File: config.mk
export PLATFORM = sky130hd
export DESIGN_NAME = xdata_router
export DESIGN_NICKNAME = d
export VERILOG_FILES = /design/src/rtl/xroute_pkg.sv /design/src/rtl/xroute_ctrl.sv /design/src/rtl/xroute_dp.sv /design/src/rtl/xdata_router.sv
export SDC_FILE = /design/constraint.sdc
export NUM_CORES = 1
export LEC_CHECK = 0
export ABC_AREA = 1
export CORE_UTILIZATION = 34
export CTS_CLUSTER_SIZE = 25
export DETAILED_ROUTE_END_ITERATION = 10
export PLACE_DENSITY = 0.81
export SLEW_MARGIN = 0
export SYNTH_ARGS = -nofsm -noshare
export SYNTH_HDL_FRONTEND = slang
export SYNTH_SLANG_ARGS = --single-unit
File: constraint.sdc
create_clock -name clk -period 0.9 [get_ports clk]
set_input_delay 0.09 -clock clk [delete_from_list [all_inputs] [get_ports clk]]
set_output_delay 0.09 -clock clk [all_outputs]
set_load 0.02 [all_outputs]
File: src/rtl/xroute_pkg.sv
package xroute_pkg;
  typedef enum logic [1:0] {
    MAP_ON         = 2'b00,
    MAP_SPLIT_FLAT = 2'b01,
    MAP_SPLIT_BANK = 2'b10,
    MAP_OFF        = 2'b11
  } mapMode_t;

  typedef struct packed {
    logic onSel;
    logic offSel;
    logic write;
    logic driveHi;
  } strobes_t;
endpackage

File: src/rtl/xroute_ctrl.sv
module xroute_ctrl
  import xroute_pkg::*;
(
  input  logic     clk,
  input  logic     rstN,
  input  mapMode_t mode,
  input  logic     wide,
  input  logic     rdStrobe,
  input  logic     wrStrobe,
  input  logic     aboveOnChip,
  output strobes_t strb
);
  logic acc;
  logic goOff;
  logic hiAllowed;

  assign acc = rdStrobe | wrStrobe;

  always_comb begin
    case (mode)
      MAP_ON:  goOff = 1'b0;
      MAP_OFF: goOff = 1'b1;
      default: goOff = aboveOnChip;
    endcase
  end

  // the page byte is withheld only for short accesses in the flat split map
  assign hiAllowed = !(mode == MAP_SPLIT_FLAT && !wide);

  always_ff @(posedge clk) begin
    if (!rstN) begin
      strb <= '0;
    end else begin
      strb.onSel   <= acc && !goOff;
      strb.offSel  <= acc && goOff;
      strb.write   <= wrStrobe;
      strb.driveHi <= acc && goOff && hiAllowed;
    end
  end

  AST_ONE_SIDE: assert property (@(posedge clk) disable iff (!rstN)
    !(strb.onSel && strb.offSel));
  AST_IDLE_QUIET: assert property (@(posedge clk) disable iff (!rstN)
    !acc |=> !strb.onSel && !strb.offSel);
  AST_MAP_ON_LOCAL: assert property (@(posedge clk) disable iff (!rstN)
    (acc && mode == MAP_ON) |=> strb.onSel && !strb.driveHi);
  AST_MAP_OFF_FULL: assert property (@(posedge clk) disable iff (!rstN)
    (acc && mode == MAP_OFF) |=> strb.offSel && strb.driveHi);
  AST_FLAT_SHORT_NOHI: assert property (@(posedge clk) disable iff (!rstN)
    (acc && mode == MAP_SPLIT_FLAT && !wide) |=> !strb.driveHi);
endmodule

File: src/rtl/xroute_dp.sv
module xroute_dp
  import xroute_pkg::*;
#(
  parameter int ADDR_W = 16,
  parameter int DATA_W = 8,
  parameter int ON_AW  = 12
) (
  input  logic                 clk,
  input  logic                 rstN,
  input  logic                 acc,
  input  logic                 wide,
  input  logic [ADDR_W-DATA_W-1:0] pageReg,
  input  logic [DATA_W-1:0]    indLow,
  input  logic [ADDR_W-1:0]    dataPtr,
  input  logic [DATA_W-1:0]    wrData,
  input  logic [DATA_W-1:0]    onRdData,
  input  logic [DATA_W-1:0]    offRdData,
  input  strobes_t             strb,
  output logic                 aboveOnChip,
  output logic                 onEn,
  output logic                 onWe,
  output logic [ON_AW-1:0]     onAddr,
  output logic                 offEn,
  output logic                 offRd,
  output logic                 offWr,
  output logic [ADDR_W-1:0]    offAddr,
  output logic                 offDriveLo,
  output logic                 offDriveHi,
  output logic [DATA_W-1:0]    memWrData,
  output logic [DATA_W-1:0]    rdData
);
  localparam int LOW_W = DATA_W;
  localparam int HI_W  = ADDR_W - LOW_W;

  logic [ADDR_W-1:0] effAddr;
  logic [ADDR_W-1:0] addrQ;
  logic [DATA_W-1:0] dataQ;

  assign effAddr     = wide ? dataPtr : {pageReg, indLow};
  assign aboveOnChip = |effAddr[ADDR_W-1:ON_AW];

  always_ff @(posedge clk) begin
    if (!rstN) begin
      addrQ <= '0;
      dataQ <= '0;
    end else if (acc) begin
      addrQ <= effAddr;
      dataQ <= wrData;
    end
  end

  assign onEn       = strb.onSel;
  assign onWe       = strb.onSel && strb.write;
  assign onAddr     = addrQ[ON_AW-1:0];
  assign offEn      = strb.offSel;
  assign offRd      = strb.offSel && !strb.write;
  assign offWr      = strb.offSel && strb.write;
  assign offDriveLo = strb.offSel;
  assign offDriveHi = strb.driveHi;
  assign offAddr    = {(strb.driveHi ? addrQ[ADDR_W-1:LOW_W] : {HI_W{1'b0}}),
                       addrQ[LOW_W-1:0]};
  assign memWrData  = dataQ;
  assign rdData     = strb.offSel ? offRdData : onRdData;

  AST_HI_QUIET: assert property (@(posedge clk) disable iff (!rstN)
    (offEn && !offDriveHi) |-> offAddr[ADDR_W-1:LOW_W] == '0);
  AST_HI_NEEDS_LO: assert property (@(posedge clk) disable iff (!rstN)
    offDriveHi |-> offDriveLo);
endmodule

File: src/rtl/xdata_router.sv
module xdata_router
  import xroute_pkg::*;
#(
  parameter int ADDR_W = 16,
  parameter int DATA_W = 8,
  parameter int ON_AW  = 12
) (
  input  logic                     clk,
  input  logic                     rstN,
  input  logic [1:0]               mapMode,
  input  logic                     wideAccess,
  input  logic [ADDR_W-DATA_W-1:0] pageReg,
  input  logic [DATA_W-1:0]        indLow,
  input  logic [ADDR_W-1:0]        dataPtr,
  input  logic                     rdStrobe,
  input  logic                     wrStrobe,
  input  logic [DATA_W-1:0]        wrData,
  input  logic [DATA_W-1:0]        onRdData,
  input  logic [DATA_W-1:0]        offRdData,
  output logic                     onEn,
  output logic                     onWe,
  output logic [ON_AW-1:0]         onAddr,
  output logic                     offEn,
  output logic                     offRd,
  output logic                     offWr,
  output logic [ADDR_W-1:0]        offAddr,
  output logic                     offDriveLo,
  output logic                     offDriveHi,
  output logic [DATA_W-1:0]        memWrData,
  output logic [DATA_W-1:0]        rdData
);
  strobes_t strb;
  logic     aboveOnChip;

  xroute_ctrl ctrl_i (
    .clk(clk), .rstN(rstN), .mode(mapMode_t'(mapMode)), .wide(wideAccess),
    .rdStrobe(rdStrobe), .wrStrobe(wrStrobe), .aboveOnChip(aboveOnChip),
    .strb(strb)
  );

  xroute_dp #(.ADDR_W(ADDR_W), .DATA_W(DATA_W), .ON_AW(ON_AW)) dp_i (
    .clk(clk), .rstN(rstN), .acc(rdStrobe | wrStrobe), .wide(wideAccess),
    .pageReg(pageReg), .indLow(indLow), .dataPtr(dataPtr), .wrData(wrData),
    .onRdData(onRdData), .offRdData(offRdData), .strb(strb),
    .aboveOnChip(aboveOnChip), .onEn(onEn), .onWe(onWe), .onAddr(onAddr),
    .offEn(offEn), .offRd(offRd), .offWr(offWr), .offAddr(offAddr),
    .offDriveLo(offDriveLo), .offDriveHi(offDriveHi),
    .memWrData(memWrData), .rdData(rdData)
  );
endmodule

==> flow_summary.toml <==
[run_status]
status = "complete, but fails checks"
violations = "negative setup slack"

[die]
fp.dieH_um = 68.6
die_w_um = 68.6
start_util_pct = 36.6
num_rows = 23
dieArea_um2 = 4700
io_pins = 114
fp.coreArea_um2 = 4120

[timing]
fin_ws_ns = -0.251
clock_skew_ns = 0
fin_crit_sh_pct = 128
period_minus_slack_ns = 1.15
slew_violations = 0
fmax_mhz = 869
slew_headroom_pct = 83.3
setup_viol = 22
final_hold_viol_count = 0
rsz0062_at_grt = "true"
whs_ns = 0.152
tightest_slew_ns = 0.250

[power]
cellLeakagePower_nw = 1.43
vdd_drop_max_uv = 783
power_density_nw_per_um2 = 1290

[grt]
grt_max_degree = 17
grt_pass1_vias = 1584
antenna_found_initial = 0
overflow = 0
track_usage_pct = 18.9
grt_first_pass_wirelength_um = 6760

[logic_synthesis]
netlist_area_um2 = 1510
syn_inst = 207
synth_nets = 272
synth_seq_area_share_pct = 37.2
ys_warn_count = 0
ys_ff_latch = 28
syn_area_per_cell_um2 = 7.28
ys_types = 20

[layout]
drive_gt1_share_pct = 44.9
fin_cells = 362
diodes = 0
fill_cells = 388
area_growth_syn_to_layout_pct = 88.0
finalNetCount = 378

[setup_path]
cp.arrival_ns = 1.06
r2r_start = "dp_i.addrQ[11]"
worstSetupStartpoint = "ctrl_i.strb[2]"
critPathMaxFanout = 7
setup.worst_path.end_class = "output pin"
start_kind = "register"
crit_required_ns = 0.81
crit_type = "register to output pin"

[cts]
clk_pin_slew_worst_paths_ns = 0.09
cts_root_buf = "clkbuf_8"
cts_tree = "yes"
holdBufCountCts = 0
clock-sinks = 28
clock_latency_ns = 0.27
numCtsBuffers = 3
clock_path_buffers = 2
h-tree-depth = 1

[placement]
portBuffers = 113
dp_hpwl_um = 3160
placedCellCount = 351
place_congestion = 0.678

[route]
routed_wl_um = 4400
wl_per_cell_um = 12.2
vias = 1646
post_drt_via_cell_ratio = 4.55
drt_pass1_iterations = 3
drtIter0Drc = 52
post-route-drc-count = 0
postRouteAntennaNets = 0

[hold_path]
hold_start = "wideAccess"
hp-class = "input port to register"

[run]
maxCapViolations = 0
-- sequential cells by signal, indices dropped and copies added (netlist names) --
register / count
ctrl_i.strb: 4
dp_i.memWrData: 8
dp_i.addrQ: 16
-- routing by layer --
metal / GRT usage (%) / wire length (µm)
met2: 36.3 / 2300
met3: 3.78 / 315
met1: 21.3 / 1760
met4: 3.91 / 25
met5: 0 / 0
-- worst paths after layout --
kind | slack (ns) | cells past startpoint | endpoint
hold / removal | 0.15 | 3 | dp_i.addrQ[12]
hold reg to reg | 0.49 | 2 | dp_i.addrQ[5]
setup / recovery | -0.25 | 4 | rdData[2]
setup reg to reg | 0.20 | 3 | dp_i.addrQ[11]
-- cells in the final DEF, fill, tap and decap left out, types with 2 or more instances in the layout --
master            n
buf_6            25
o21ai_0          10
nand3_2           2
nor2_4            4
a31oi_1           3
clkbuf_8          3
nor2_1           18
buf_4            34
inv_6             2
nand3_1          12
dfxtp_2          13
inv_2            11
inv_1             7
nand2_1          22
buf_2             9
mux2i_1          12
clkdlybuf4s50_1  56
nand2_2          17
o21ai_1          13
dfxtp_1          12
dfxtp_4           3
dlygate4sd2_1     4
nand2_4           7
o21ai_2           2
-- Yosys cell counts, drive strengths merged --
library cell | count | area share (%)
a21oi | 2 | 0.91
a31oi | 3 | 1.2
buf | 30 | 14
clkbuf | 1 | 0.25
dfxtp | 28 | 37
ha | 2 | 1.7
inv | 21 | 5.2
mux2i | 12 | 8.0
nand2 | 46 | 11
nand3 | 14 | 5.0
nor2 | 23 | 6.1
o21ai | 25 | 8.6
-- where the power goes --
part	switching (mW)	internal, mW	total [mW]
logic	0.588	0.672	1.26
registers	0.0878	1.34	1.43
clock network	0.375	0.595	0.970
total	1.05	2.61	3.66
-- cell type report --
type	instances	area, µm²	share of cell area [%]
well taps	50	62.6	2.21
inverters	21	91.3	3.22
flip-flops and latches	28	588	20.8
repair buffers	132	1230	43.4
multi-input cells	127	790	27.9
clock buffers	3	41.3	1.46
clock inverters	1	30.0	1.06
-- cells by family (layout without fill, tap and decap cells) --
group | Yosys count | after routing | share of synthesized area [%]
AND/OR/NAND/NOR | 83 | 83 | 22.5
flip-flops | 28 | 28 | 37.2
buffers and inverters | 52 | 157 | 19.9
multiplexers | 12 | 12 | 7.97
AO/OA/AOI/OAI | 30 | 30 | 10.7
adder cells (fa/ha/maj) | 2 | 2 | 1.66
-- worst max-delay path, cell delays in order, from the launching register on --
cell and delay, ns:
dfxtp_4 0.43, buf_8 0.14, nand2_2 0.05, nand2_2 0.05, buf_6 0.11
-- stage by stage --
step	setup TNS, ns	power (mW)	util (%)	instance area (µm²)	setup WS (ns)
floorplan	0	2.03	-	1540	0.0386
global route	-5.33	3.85	68.8	2830	-0.304
global placement	-22.23	2.58	63.2	2600	-0.468
detailed placement	-23.24	2.61	63.2	2600	-0.490
finish	-4.25	3.66	68.8	2830	-0.251
CTS	-4.27	3.63	66.6	2740	-0.261
-- what timing repair did --
| item | CTS | global route |
|---|---|---|
| setup endpoints to repair | 78 | 51 |
| gates cloned | 0 | 0 |
| resized for setup | 311 | 34 |
| setup buffers | 5 | 2 |
| hold endpoints to repair | 0 | 0 |
| pin swaps | 17 | 4 |
(Power assumes the default switching activity.)
